File: src/rtl/fbu_pkg.sv
package fbu_pkg;

    typedef enum logic [1:0] {
        DEPTH_MONO = 2'b00,
        DEPTH_NIB  = 2'b01,
        DEPTH_BYTE = 2'b10,
        DEPTH_HALF = 2'b11
    } depth_e;

    // log2 of the beat width in bits for a depth / dual pair
    function automatic logic [2:0] beat_lg(input logic [1:0] depth, input logic dual);
        case (depth)
            DEPTH_MONO: beat_lg = dual ? 3'd3 : 3'd2;
            DEPTH_NIB:  beat_lg = 3'd2;
            DEPTH_BYTE: beat_lg = 3'd3;
            default:    beat_lg = 3'd4;
        endcase
    endfunction

endpackage

File: src/rtl/fbu_seq.sv
module fbu_seq
    import fbu_pkg::*;
#(
    parameter int WORD_W = 32,
    localparam int IDX_W = $clog2(WORD_W / 4)
) (
    input  logic              clk,
    input  logic              rst_n,
    input  logic [1:0]        cfg_depth,
    input  logic              cfg_msb_first,
    input  logic              cfg_dual,
    input  logic [WORD_W-1:0] in_word,
    input  logic              in_valid,
    output logic              in_ready,
    output logic              busy,
    output logic [WORD_W-1:0] word,
    output logic [IDX_W-1:0]  idx,
    output logic [2:0]        lg,
    output logic              msb_first
);

    typedef struct packed {
        logic              busy;
        logic [IDX_W-1:0]  idx;
        logic [WORD_W-1:0] word;
        logic [1:0]        depth;
        logic              msb;
        logic              dual;
    } seq_t;

    seq_t st_d, st_q;
    logic [2:0]       lg_q;
    logic [IDX_W-1:0] last_idx;
    logic             at_last;
    logic             accept;

    always_comb begin
        lg_q     = beat_lg(st_q.depth, st_q.dual);
        last_idx = IDX_W'((WORD_W >> lg_q) - 1);
        at_last  = st_q.busy && (st_q.idx == last_idx);
        in_ready = !st_q.busy || at_last;
        accept   = in_valid && in_ready;

        st_d = st_q;
        if (st_q.busy) begin
            if (at_last) st_d.busy = 1'b0;
            else         st_d.idx  = st_q.idx + 1'b1;
        end
        if (accept) begin
            st_d.busy  = 1'b1;
            st_d.idx   = '0;
            st_d.word  = in_word;
            st_d.depth = cfg_depth;
            st_d.msb   = cfg_msb_first;
            st_d.dual  = cfg_dual;
        end
    end

    always_ff @(posedge clk) begin
        if (!rst_n) st_q <= '0;
        else        st_q <= st_d;
    end

    assign busy      = st_q.busy;
    assign word      = st_q.word;
    assign idx       = st_q.idx;
    assign lg        = lg_q;
    assign msb_first = st_q.msb;

    assert_hold_word_R9: assert property (@(posedge clk) disable iff (!rst_n)
        (st_q.busy && !at_last) |=> (st_q.busy && $stable(st_q.word)));

    assert_no_take_R9: assert property (@(posedge clk) disable iff (!rst_n)
        (st_q.busy && !at_last) |-> !in_ready);

    assert_cfg_frozen_R10: assert property (@(posedge clk) disable iff (!rst_n)
        (st_q.busy && !at_last) |=> ($stable(st_q.depth) && $stable(st_q.msb) && $stable(st_q.dual)));

    assert_idx_range_R11: assert property (@(posedge clk) disable iff (!rst_n)
        st_q.busy |-> (st_q.idx <= last_idx));

endmodule

File: src/rtl/fbu_lane_mux.sv
module fbu_lane_mux #(
    parameter int WORD_W = 32,
    parameter int OUT_W  = 16,
    localparam int IDX_W = $clog2(WORD_W / 4)
) (
    input  logic [WORD_W-1:0] word,
    input  logic [IDX_W-1:0]  idx,
    input  logic [2:0]        lg,
    input  logic              msb_first,
    output logic [OUT_W-1:0]  lane
);

    logic [IDX_W-1:0]  last_idx;
    logic [IDX_W-1:0]  pos;
    logic [WORD_W-1:0] shifted;
    logic [OUT_W-1:0]  mask;

    always_comb begin
        last_idx = IDX_W'((WORD_W >> lg) - 1);
        pos      = msb_first ? (last_idx - idx) : idx;
        shifted  = word >> ({{(32-IDX_W){1'b0}}, pos} << lg);
        mask     = OUT_W'((33'd1 << (33'd1 << lg)) - 33'd1);
        lane     = shifted[OUT_W-1:0] & mask;
    end

endmodule

File: src/rtl/fb_unpacker.sv
module fb_unpacker
    import fbu_pkg::*;
#(
    parameter int WORD_W = 32,
    parameter int OUT_W  = 16
) (
    input  logic              clk,
    input  logic              rst_n,
    input  logic [1:0]        cfg_depth,
    input  logic              cfg_msb_first,
    input  logic              cfg_dual,
    input  logic [WORD_W-1:0] in_word,
    input  logic              in_valid,
    output logic              in_ready,
    output logic [OUT_W-1:0]  pix_data,
    output logic              pix_valid
);

    localparam int IDX_W = $clog2(WORD_W / 4);

    logic              busy;
    logic [WORD_W-1:0] word;
    logic [IDX_W-1:0]  idx;
    logic [2:0]        lg;
    logic              msb_first;

    fbu_seq #(.WORD_W(WORD_W)) u_seq (
        .clk(clk), .rst_n(rst_n),
        .cfg_depth(cfg_depth), .cfg_msb_first(cfg_msb_first), .cfg_dual(cfg_dual),
        .in_word(in_word), .in_valid(in_valid), .in_ready(in_ready),
        .busy(busy), .word(word), .idx(idx), .lg(lg), .msb_first(msb_first)
    );

    fbu_lane_mux #(.WORD_W(WORD_W), .OUT_W(OUT_W)) u_mux (
        .word(word), .idx(idx), .lg(lg), .msb_first(msb_first), .lane(pix_data)
    );

    assign pix_valid = busy;

    assert_first_beat_R11: assert property (@(posedge clk) disable iff (!rst_n)
        (in_valid && in_ready) |=> pix_valid);

    assert_pad_zero_R6: assert property (@(posedge clk) disable iff (!rst_n)
        (pix_valid && lg != 3'd4) |-> (pix_data[OUT_W-1:8] == '0));

    assert_idle_quiet_R11: assert property (@(posedge clk) disable iff (!rst_n)
        !pix_valid |-> in_ready);

endmodule

File: config.mk
export PLATFORM = sky130hd
export DESIGN_NAME = fb_unpacker
export DESIGN_NICKNAME = d
export VERILOG_FILES = /design/src/rtl/fbu_pkg.sv /design/src/rtl/fbu_seq.sv /design/src/rtl/fbu_lane_mux.sv /design/src/rtl/fb_unpacker.sv
export SDC_FILE = /design/constraint.sdc
export NUM_CORES = 1
export LEC_CHECK = 0
export BUFFER_PORTS_ARGS = -buffer_cell sky130_fd_sc_hd__buf_2
export CORE_UTILIZATION = 30
export DETAILED_ROUTE_END_ITERATION = 10
export GPL_TIMING_DRIVEN = 0
export HOLD_SLACK_MARGIN = 0.12
export PLACE_DENSITY_LB_ADDON = 0.25
export SLEW_MARGIN = 15
export SYNTH_ARGS = -nofsm -noshare
export SYNTH_HDL_FRONTEND = slang
export SYNTH_SLANG_ARGS = --single-unit
File: constraint.sdc
create_clock -name clk -period 4.7 [get_ports clk]
set_input_delay 0.705 -clock clk [delete_from_list [all_inputs] [get_ports clk]]
set_output_delay 0.705 -clock clk [all_outputs]
set_load 0.05 [all_outputs]
After elaboration in Yosys (flattened, before gate mapping)
Cells that the tools add are included.

storage, ports and cells
  flip-flop bits (word level) = 40
  bits of input ports = 39
  logic and storage cells = 35

cells by class
  add/sub/neg operators = 4
  equality and inequality tests = 3
  shifts and indexed selects = 5
  multiplexer cells = 7
  bitwise logic cells = 3
  reductions and logical operators = 7

operators by type and width
  kind                   count
  $mux 40                1
  $shl 1x3->33 const A   1
  $shl 1x33->16 const A  1
  $shl 3x3->32           1
  $shr 32x32->16         1
  $and 16x16->16         1
  $sub 16x1->16 const B  1
  $pmux 3 s3             1
  $mux 3                 2
  $shr 6x3->3 const A    1
  $mux 4                 1
  $add 3x1->3 const B    1
  $eq 3x3->1             1
  $sub 3x2->3 const B    1
  $sub 3x3->3            1
  $eq 2x1->1 const B     1
  $eq 2x2->1 const B     1
  $logic_and 1x1->1      2
  $logic_not 2->1        1
  $mux 1                 2
  $not 1->1              2
  $reduce_and 2->1       1
  $reduce_or 2->1        1
  $logic_not 1->1        1
  $logic_or 1x1->1       1

Logic depth before layout (Yosys ltp)
Gate-level depths: netlist of the first run.

  depth in word-level cells = 9
  depth in mapped cells = 12
  depth with buffers taken out = 9

Modules after synthesis
A second synthesis of the first run with hierarchy kept.

unflattened totals
  cells, all modules = 541
  area total of the unflattened synthesis = 4115.2 um^2

modules (own cells, without submodules)
  module        times used  cells each  area each (um^2)  sequential area each (um^2)
  fbu_lane_mux  1           320         2147.1            0.0
  fbu_seq       1           221         1968.1            800.8

Worst setup path after synthesis of the first run
Ideal clock, no wire load.

  path kind = register to output
  start point = reg u_seq.st_q[3] (netlist bit)
  end point = out pix_data[5]
  data arrival time = 3.314 ns
  required time = 3.995 ns
  setup slack = 0.681 ns
  cell stages (with the launch flop) = 11
  path buffers = 2
  cell sequence = dfxtp_1 -> buf_4 -> nand2_1 -> inv_2 -> fa_1 -> a2111oi_4 -> nor2_1 -> buf_2 -> o22ai_1 -> nor2_1 -> a211oi_1

between the ends
  longest elaborated chain between the ends = 9
  elaborated cells on any way between the ends = 14
  classes of those cells = add/sub (3); eq/ne (2); shift (5); mux (2); bitwise (1); reduce/logical (1)

ends and longest elaborated chain
  item                                      RTL line            text
  start, declared                           fbu_seq.sv:31       seq_t st_d, st_q;
  start signal, assigned                    fbu_seq.sv:61       else st_q <= st_d;
  $eq 2x2->1, or another cell as far along  fbu_pkg.sv:12       case (depth)
  $pmux 3 s3 (*)                            fbu_pkg.sv:12
  $shr 6x3->3                               fbu_lane_mux.sv:19  last_idx = IDX_W'((WORD_W >> lg) - 1);
  $sub 3x2->3                               fbu_lane_mux.sv:19
  $sub 3x3->3                               fbu_lane_mux.sv:20  pos = msb_first ? (last_idx - idx) : idx;
  $mux 3                                    fbu_lane_mux.sv:20
  $shl 3x3->32                              fbu_lane_mux.sv:21  shifted = word >> ({{(32-IDX_W){1'b0}}, pos} << lg);
  $shr 32x32->16                            fbu_lane_mux.sv:21
  $and 16x16->16 (*)                        fbu_lane_mux.sv:23  lane = shifted[OUT_W-1:0] & mask;
  end, declared                             fb_unpacker.sv:15   output logic [OUT_W-1:0] pix_data,

Mark *: on every way between the ends. The rest lies on a longest branch, timed or not.

Final worst setup path of the first run
  start point = reg u_seq.st_q[3] (netlist bit)
  end point = out pix_data[6]

Same word-level chain as after synthesis.

==> metrics.md, run 1 <==
| Metric | Value |
|---|---|
| GRT Total Usage | 0.175 |
| Max Fclk | 242 MHz |
| Syn. warnings | 0 |
| Cell area after synthesis | 2770 µm² |
| Die ar. | 9610 µm² |
| Critical Path End Type | output pin |
| Stages on the worst setup path | 11 |
| Cts bufs inserted | 5 |
| Mapped Cells | 348 |
| Synth async-reset ratio | 0 |
| Yosys cell types | 52 |
| ANT nets after route | 0 |
| Sw Pwr | 0.311 mW |
| CTS max path bufs | 2 |
| Vias in the first global route | 2616 |
| Worst hold stages | 2 |
| CTS tree | yes |
| Reg power frac | 0.403 |
| Slew HR | 0.647 |
| Final #Nets | 455 |
| Setup Viol. Count Final | 0 |
| Max FO, Critical Path | 10 |
| EDFF count, synth | 0 |
| Hold-fix buffers at CTS | 0 |
| CTS clk-pin slew, worst paths | 90 ps |
| Pleak | 1.33 nW |
| Placer Congestion | 0.900 |
| Top cell family by delay on the critical path | compound AO/OA/AOI/OAI gates |
| Worst skew pair latency | 300 ps |
| Pint | 0.628 mW |
| Most common cell after layout, fill and taps aside | nand2_1 |
| IO Pins | 57 |
| R2r worst-path depth | 9 |
| Post-CTS sizing | 0 |
| Clk_skew | 5.16 ps |
| FF+latch count, synth | 40 |
| Total clock sinks | 40 |
| Worst setup SP type | register |
| Share of cells above drive strength 1 | 0.267 |
| Largest net degree at the start of global routing | 14 |
| Max VDD drop | 0.109 mV |
| Failing checks | design-rule violations |
| Commonest cells after routing, fill and taps aside | nand2_1, buf_2, dfxtp_1 |
| IO Port Bufs | 55 |
| Starting Density | 0.314 |
| Die Span Y | 98.0 µm |
| Worst min-delay path class | register to register |
| Via density | 5.23 |
| Core ar. | 8810 µm² |
| Kind of critical path | register to output pin |
| Post-synthesis sequential area ratio | 0.289 |
| Final min period | 4120 ps |
| Slowest stage cell, crit path | fa_1 |
| Num rows | 34 |
| Global-route wire length before repair | 13200 µm |
| Combinational Power Share | 0.269 |
| Switching share of power | 0.331 |
| Final count of hold timing violations | 0 |
| Pwr dens | 284 nW/µm² |
| Initial antenna violation count | 0 |
| Period utilization | 0.877 |
| Hpwl dp | 6460 µm |
| MaxCap Viol Count | 0 |
| DRC | 3 |
| # fillers | 948 |
| Post-route insts no fill | 520 |
| RSZ-0062 raised after global routing | false |
| Synthesized area per cell | 7.95 µm² |
| First-pass DRT Iterations | 7 |
| Number of instances in the placed design | 512 |
| Buf/Inv on CP | 4 |
| Crit path required time | 3990 ps |
| Total wire length | 8260 µm |
| Clk pwr share | 0.328 |
| Width of the die | 98.0 µm |
| Final TNS setup | 0 ps |
| Max-slew violations | 0 |
| Top_reg_cell synth | dfxtp_1 |
| Wire per inst | 15.9 µm |
| Crit path largest cell delay | 500 ps |
| Clock Tree Root | clkbuf_8 |
| Least-Margin Pin Slew | 525 ps |
| Critical path data arrival time | 3420 ps |
| Critical path, cell by cell | buf_4 -> nand2_1 -> inv_2 -> fa_1 -> a2111oi_4 -> nor2_1 -> buf_2 -> o22ai_1 -> nor2_1 -> a211oi_1 -> buf_2 |
| Ant. Diodes | 0 |
| H-tree depth | 2 |
| Area Growth Syn to Fin | 19.4% |
| Grt ovf | 0 |
| Status | finished, violations left |
| Drt initial violations | 354 |
| Via count | 2720 |
| Post-CTS setup buffers | 0 |
==> path summary, 6_finish.rpt <==
kind	from	endpoint	slack, ps
setup / recovery	u_seq.st_q[3]	pix_data[6]	580
hold / removal	u_seq.word[2]	u_seq.word[2]	470
hold reg to reg	u_seq.word[2]	u_seq.word[2]	470
setup reg to reg	u_seq.st_q[3]	u_seq.msb_first	2240
==> cells in the mapped netlist (2+ instances only) <==
| cell | instances | area, µm² |
|---|---|---|
| clkbuf_1 | 8 | 30.0 |
| o21a_1 | 4 | 30.0 |
| a211oi_1 | 4 | 30.0 |
| and4_1 | 4 | 35.0 |
| a21boi_0 | 2 | 15.0 |
| mux2i_1 | 11 | 110 |
| and2_1 | 5 | 31.3 |
| nand3_1 | 13 | 65.1 |
| o22ai_1 | 7 | 43.8 |
| o2bb2ai_1 | 2 | 17.5 |
| nand2_1 | 90 | 338 |
| buf_4 | 4 | 30.0 |
| a21boi_2 | 10 | 113 |
| nor2_1 | 14 | 52.6 |
| a21oi_1 | 21 | 105 |
| and3_1 | 4 | 25.0 |
| nor3_1 | 3 | 15.0 |
| nor2b_1 | 5 | 31.3 |
| a22oi_1 | 2 | 15.0 |
| buf_2 | 5 | 25.0 |
| conb_1 | 2 | 7.51 |
| nand2_2 | 10 | 62.6 |
| buf_6 | 6 | 67.6 |
| o21ai_0 | 9 | 45.0 |
| o21ai_1 | 5 | 25.0 |
| a21boi_1 | 26 | 195 |
| ha_1 | 4 | 50.1 |
| inv_1 | 2 | 7.51 |
| dfxtp_1 | 40 | 801 |
| mux4_1 | 3 | 78.8 |
| nand2b_1 | 2 | 12.5 |
==> power groups by stage <==
stage	clock network, mW	registers [mW]	logic [mW]
final	0.308	0.379	0.253
after global routing	0.329	0.381	0.276
after CTS	0.312	0.378	0.252
after detailed placement	0	0.386	0.251
after global placement	0	0.386	0.248
after floorplan	0	0.380	0.184
==> area by class of cell <==
type / count / area [µm²] / share of cell area
flip-flops and latches: 40 / 801 / 0.243
well taps: 108 / 135 / 0.0409
clock buffers: 6 / 82.6 / 0.0250
inverters: 3 / 11.3 / 0.00341
plain buffers: 23 / 153 / 0.0462
clock inverters: 2 / 38.8 / 0.0117
multi-input cells: 283 / 1810 / 0.547
repair buffers: 55 / 275 / 0.0834
==> cells by family after synthesis <==
kind of cell    count (synthesis)  share of synthesized area
other cells                     2                    0.00271
compound gates                101                      0.272
simple gates                  157                      0.266
buf+inv                        26                     0.0592
xor+xnor                        1                    0.00317
mux                            16                     0.0819
flops                          40                      0.289
fa+ha+maj                       5                     0.0253
==> tightest hold or removal path: cells and delay by family, from the launching register on <==
family           cells  cell delay [ps]
flip-flops           1              320
AO/OA/AOI/OAI        1               60
AND/OR/NAND/NOR      1               50
==> per-stage QoR <==
stage,power (mW),worst slack [ps],util,hold slack (ps),instance area [µm²]
floorplan,0.564,681,-,431,2770
global placement,0.634,972,0.361,446,3180
detailed placement,0.637,911,0.361,462,3180
CTS,0.943,569,0.375,474,3300
global route,0.986,387,0.375,492,3300
finish,0.939,576,0.375,473,3300
==> layer usage <==
| metal | share of wire | up-vias | wire [µm] | track usage |
|---|---|---|---|---|
| met4 | 0.022 | 0 | 182 | 0.0618 |
| met1 | 0.45 | 1269 | 3730 | 0.227 |
| met5 | 0 | - | 0 | 0 |
| met2 | 0.47 | 97 | 3870 | 0.293 |
| li1 | - | 1338 | - | - |
| met3 | 0.056 | 16 | 464 | 0.0286 |
==> registers in the layout, summed over array words and instances (netlist names) <==
register / count
u_seq.idx: 3
u_seq.word: 32
u_seq.busy: 1
u_seq.st_q: 3
u_seq.msb_first: 1
Note: power is estimated with default switching activity, not from simulation.
==> inputs of run 2 (changes only) <==
- CORE_ASPECT_RATIO: not set -> 1.5
==> metrics.md, run 2 (synthesis gave the netlist of run 1 again) <==
| Metric | Value |
|---|---|
| Drt initial violations | 134 (-62%) |
| IO Pins | 57 (unchanged) |
| Hpwl dp | 6600 µm (+2.2%) |
| Core ar. | 8880 µm² (+0.85%) |
| Worst setup SP type | register |
| Most common cell after layout, fill and taps aside | nand2_1 |
| Num rows | 42 (+24%) |
| Wire per inst | 15.5 µm (-2.1%) |
| Final Cell Area | 3330 µm² (+0.95%) |
| Largest net degree at the start of global routing | 13 (-1) |
| Slew HR | 0.636 (-0.0114) |
| Pwr dens | 294 nW/µm² (+3.2%) |
| Critical path data arrival time | 3360 ps (-60 ps) |
| GRT Total Usage | 0.182 (+0.00735) |
| Via density | 5.05 (-3.4%) |
| Grt ovf | 0 (unchanged) |
| Total wire length | 8110 µm (-1.7%) |
| Hold-fix buffers at CTS | 0 (unchanged) |
| Kind of critical path | register to output pin |
| Area after DPL | 3180 µm² (about the same) |
| Max reg flops | 32 (unchanged) |
| Commonest cells after routing, fill and taps aside | nand2_1, buf_2, dfxtp_1 |
| H-tree depth | 2 (unchanged) |
| R2R setup slack | 2290 ps (+50 ps) |
| CTS clk-pin slew, worst paths | 60 ps (-30 ps) |
| Starting Density | 0.311 (-0.00266) |
| First-pass DRT Iterations | 5 (-2) |
| MaxCap Viol Count | 0 (unchanged) |
| Max Fclk | 246 MHz (+1.5%) |
| IO Port Bufs | 55 (unchanged) |
| Crit path required time | 3990 ps (about the same) |
| Max-slew violations | 0 (unchanged) |
| Post-CTS sizing | 0 (unchanged) |
| Placer Congestion | 0.916 (+1.8%) |
| Global-route wire length before repair | 13100 µm (-0.32%) |
| Post-CTS setup buffers | 0 (unchanged) |
| Clk_skew | 3.55 ps (-1.60 ps) |
| RSZ-0062 raised after global routing | false |
| ANT nets after route | 0 (unchanged) |
| Worst min-delay path class | register to register |
| CTS max path bufs | 2 (unchanged) |
| Final count of hold timing violations | 0 (unchanged) |
| DRC | 0 (-3) |
| Pleak | 1.34 nW (+0.66%) |
| Total clock sinks | 40 (unchanged) |
| Final min period | 4060 ps (-60.8 ps) |
| Max FO, Critical Path | 10 (unchanged) |
| Die Span Y | 120 µm (+22%) |
| Least-Margin Pin Slew | 542 ps (+17.0 ps) |
| DP Worst Slack | 932 ps (+21.1 ps) |
| Status | finished, final reports clean |
| Share of cells above drive strength 1 | 0.265 (-0.00243) |
| Tot Pwr | 0.978 mW (+4.2%) |
| R2r worst-path depth | 9 (unchanged) |
| Setup Viol. Count Final | 0 (unchanged) |
| Area Growth Syn to Fin | 20.5% |
| Cts bufs inserted | 5 (unchanged) |
| CTS tree | yes |
| Die ar. | 9620 µm² (about the same) |
| Clock Tree Root | clkbuf_16 |
| Ant. Diodes | 0 (unchanged) |
| Period utilization | 0.865 (-0.0129) |
| Max VDD drop | 0.130 mV (+19%) |
| Final #Nets | 455 (unchanged) |
| Worst skew pair latency | 290 ps (about the same) |
| Worst hold stages | 2 (unchanged) |
| Final TNS setup | 0 ps (unchanged) |
| Final worst setup slack | 637 ps (+60.8 ps) |
| Initial antenna violation count | 0 (unchanged) |
| Vias in the first global route | 2644 (+1.1%) |
| Critical Path End Type | output pin |
| Via count | 2637 (-3.1%) |
| Width of the die | 80.4 µm (-18%) |
run 2: cell count changes in the layout (fill, tap and decap cells not counted), sizes merged:
cell / change
clkinvlp: +1
clkinv: -1
bufinv: -1
clkbuf: +1
run 2: worst paths after layout:
| path | start | to |
|---|---|---|
| max | u_seq.st_q[3] | pix_data[15] |
| min | u_seq.word[3] | u_seq.word[3] |
| max reg2reg | u_seq.st_q[3] | u_seq.word[28] |
| min reg2reg | u_seq.word[3] | u_seq.word[3] |
run 2: layer usage:
metal	part of all wire	GRT usage	routed length, µm	up-vias
met5	0	0	0	-
met4	0.034	0.0915	273	0
met3	0.040	0.0342	322	20
met2	0.52	0.321	4240	62
met1	0.40	0.204	3280	1216
li1	-	-	-	1339
run 2: final cells by class:
class	instances	area, µm²
inverters	3	11.3
clock inverters	1	7.51
repair buffers	55	275
plain buffers	23	153
fillers	953	5550
clock buffers	7	143
flip-flops and latches	40	801
multi-input cells	283	1810
well taps	110	138
run 2: critical path, cell delays in order, from the launching register on:
cell     delay (ps)
dfxtp_1         320
buf_4           200
nand2_1         160
inv_2           140
fa_1            510
a21oi_1         250
o21a_1          290
and2_1          160
buf_2           180
buf_2           250
nand3_1         110
a21oi_1         190
buf_2           300
run 2: power breakdown:
part	total (mW)	internal, mW	switching (mW)
Combinational	0.251	0.0961	0.154
Clock	0.348	0.211	0.137
Sequential	0.380	0.359	0.0212
run 2: per-stage QoR:
stage	hold WS, ps	std cells	util
6_report	468	522	0.375
5_1_grt	489	522	0.375
4_1_cts	472	522	0.375
3_5_place_dp	464	514	0.358
3_3_place_gp	443	514	0.358
2_1_floorplan	431	349	-
==> inputs of run 3 (changes only) <==
- RECOVER_POWER: not set -> 25
==> metrics.md, run 3 (synthesis gave the netlist of run 1 again) <==
| Metric | Value |
|---|---|
| Starting Density | 0.311 (unchanged) |
| Crit path largest cell delay | 510 ps (about the same) |
| Setup Viol. Count Final | 0 (unchanged) |
| Via count | 2624 (-0.49%) |
| Period utilization | 0.864 (about the same) |
| Max-slew violations | 0 (unchanged) |
| Initial antenna violation count | 0 (unchanged) |
| Fin util | 0.374 (-0.00169) |
| Critical path data arrival time | 3350 ps (about the same) |
| Ant. Diodes | 0 (unchanged) |
| Hold WS | 470 ps (+2.19 ps) |
| IO Pins | 57 (unchanged) |
| Buf/Inv on CP | 4 (-1) |
| Largest net degree at the start of global routing | 13 (unchanged) |
| Most common cell after layout, fill and taps aside | nand2_1 |
| Cts bufs inserted | 5 (unchanged) |
| Kind of critical path | register to output pin |
| First-pass DRT Iterations | 5 (unchanged) |
| CTS tree | yes |
| Total wire length | 8110 µm (about the same) |
| Crit path required time | 3990 ps (about the same) |
| Least-Margin Pin Slew | 937 ps (+395 ps) |
| Area after DPL | 3180 µm² (unchanged) |
| Num rows | 42 (unchanged) |
| Final #Nets | 455 (unchanged) |
| Drt initial violations | 126 (-6.0%) |
| Worst min-delay path class | register to register |
| CTS max path bufs | 2 (unchanged) |
| Vias in the first global route | 2644 (unchanged) |
| Width of the die | 80.4 µm (unchanged) |
| Share of cells above drive strength 1 | 0.260 (-0.00485) |
| Core ar. | 8880 µm² (unchanged) |
| Pwr dens | 294 nW/µm² (+0.31%) |
| Footprint of the multi-input gates | 1790 µm² (-0.76%) |
| Die ar. | 9620 µm² (unchanged) |
| # fillers | 957 (+0.42%) |
| RSZ-0062 raised after global routing | false |
| Die Span Y | 120 µm (unchanged) |
| Status | finished, final reports clean |
| Worst skew pair latency | 290 ps (about the same) |
| Placer Congestion | 0.916 (unchanged) |
| Hpwl dp | 6600 µm (unchanged) |
| Global-route wire length before repair | 13100 µm (unchanged) |
| Worst setup SP type | register |
| H-tree depth | 2 (unchanged) |
| Total clock sinks | 40 (unchanged) |
| MaxCap Viol Count | 0 (unchanged) |
| Critical Path End Type | output pin |
| Slowest stage cell, crit path | fa_1 |
| Commonest cells after routing, fill and taps aside | nand2_1, buf_2, dfxtp_1 |
| Final count of hold timing violations | 0 (unchanged) |
| ANT nets after route | 0 (unchanged) |
| Area Growth Syn to Fin | 19.9% |
| Post-CTS setup buffers | 0 (unchanged) |
| Max reg flops | 32 (unchanged) |
| Top cell family by delay on the critical path | compound AO/OA/AOI/OAI gates |
| Grt ovf | 0 (unchanged) |
| Wire per inst | 15.5 µm (about the same) |
| Via density | 5.03 (-0.49%) |
| DRC | 0 (unchanged) |
| Clk_skew | 2.55 ps (-1.00 ps) |
| Critical path, cell by cell | buf_4 -> nand2_1 -> inv_2 -> fa_1 -> a2111oi_4 -> nor2_1 -> buf_2 -> o22ai_1 -> nor2_1 -> a211oi_1 -> buf_2 |
| Hold-fix buffers at CTS | 0 (unchanged) |
| Final min period | 4060 ps (-3.32 ps) |
| Post-CTS sizing | 0 (unchanged) |
| Final Cell Area | 3320 µm² (-0.45%) |
| Pleak | 1.33 nW (-0.77%) |
| Max VDD drop | 0.129 mV (-0.61%) |
| Tot Pwr | 0.977 mW (-0.14%) |
| CTS clk-pin slew, worst paths | 60 ps (about the same) |
| Clock Tree Root | clkbuf_16 |
| IO Port Bufs | 55 (unchanged) |
| Max FO, Critical Path | 10 (unchanged) |
| Slew HR | 0.370 (-0.266) |
| GRT Total Usage | 0.182 (unchanged) |
| Max Fclk | 246 MHz (about the same) |
| Final TNS setup | 0 ps (unchanged) |
| Register Area | 801 µm² (unchanged) |
## run 3: cell count changes in the layout (fill, tap and decap cells not counted), sizes merged
cell | before | now
clkbuf | 15 | 16
buf | 70 | 69
## run 3: where the power goes
part	switching (mW)	internal, mW	leakage (nW)	total [mW]
Clock	0.138	0.211	0.0701	0.349
Combinational	0.153	0.0949	0.927	0.248
Sequential	0.0207	0.359	0.328	0.379
Total	0.312	0.665	1.33	0.977
## run 3: worst reg2reg max path: cells and delay by family, from the launching register on
| kind | cells | cell delay (ps) |
|---|---|---|
| adders and majority gates | 1 | 310 |
| DFF | 1 | 320 |
| buffers and inverters | 2 | 540 |
| AOI/OAI and AO/OA | 2 | 870 |
| and+or+nand+nor | 4 | 760 |
## run 3: stage by stage
step / instances / worst slack (ps)
after floorplan: 349 / 681
after global placement: 514 / 993
after detailed placement: 514 / 932
after CTS: 522 / 616
after global routing: 522 / 390
final: 522 / 640
## run 3: cell type report
cell class | count | area share
well taps | 110 | 0.0415
clock inverters | 1 | 0.00226
inverters | 3 | 0.00339
repair buffers | 55 | 0.0826
plain buffers | 23 | 0.0460
flip-flops and latches | 40 | 0.241
clock buffers | 7 | 0.0430
multi-input cells | 283 | 0.540
## run 3: per-layer routing
layer | up-vias | GRT usage | routed length [µm]
li1 | 1339 | - | -
met1 | 1205 | 0.204 | 3280
met2 | 60 | 0.321 | 4210
met3 | 20 | 0.0342 | 337
met4 | 0 | 0.0915 | 282
met5 | - | 0 | 0
## run 3: worst paths after layout
check / from / to / slack [ps] / depth (start not counted)
worst max-delay path: u_seq.st_q[3] / pix_data[5] / 640 / 11
worst min-delay path: u_seq.word[2] / u_seq.word[2] / 470 / 2
worst min register to register: u_seq.word[2] / u_seq.word[2] / 470 / 2
worst max register to register: u_seq.st_q[3] / u_seq.word[24] / 1790 / 9
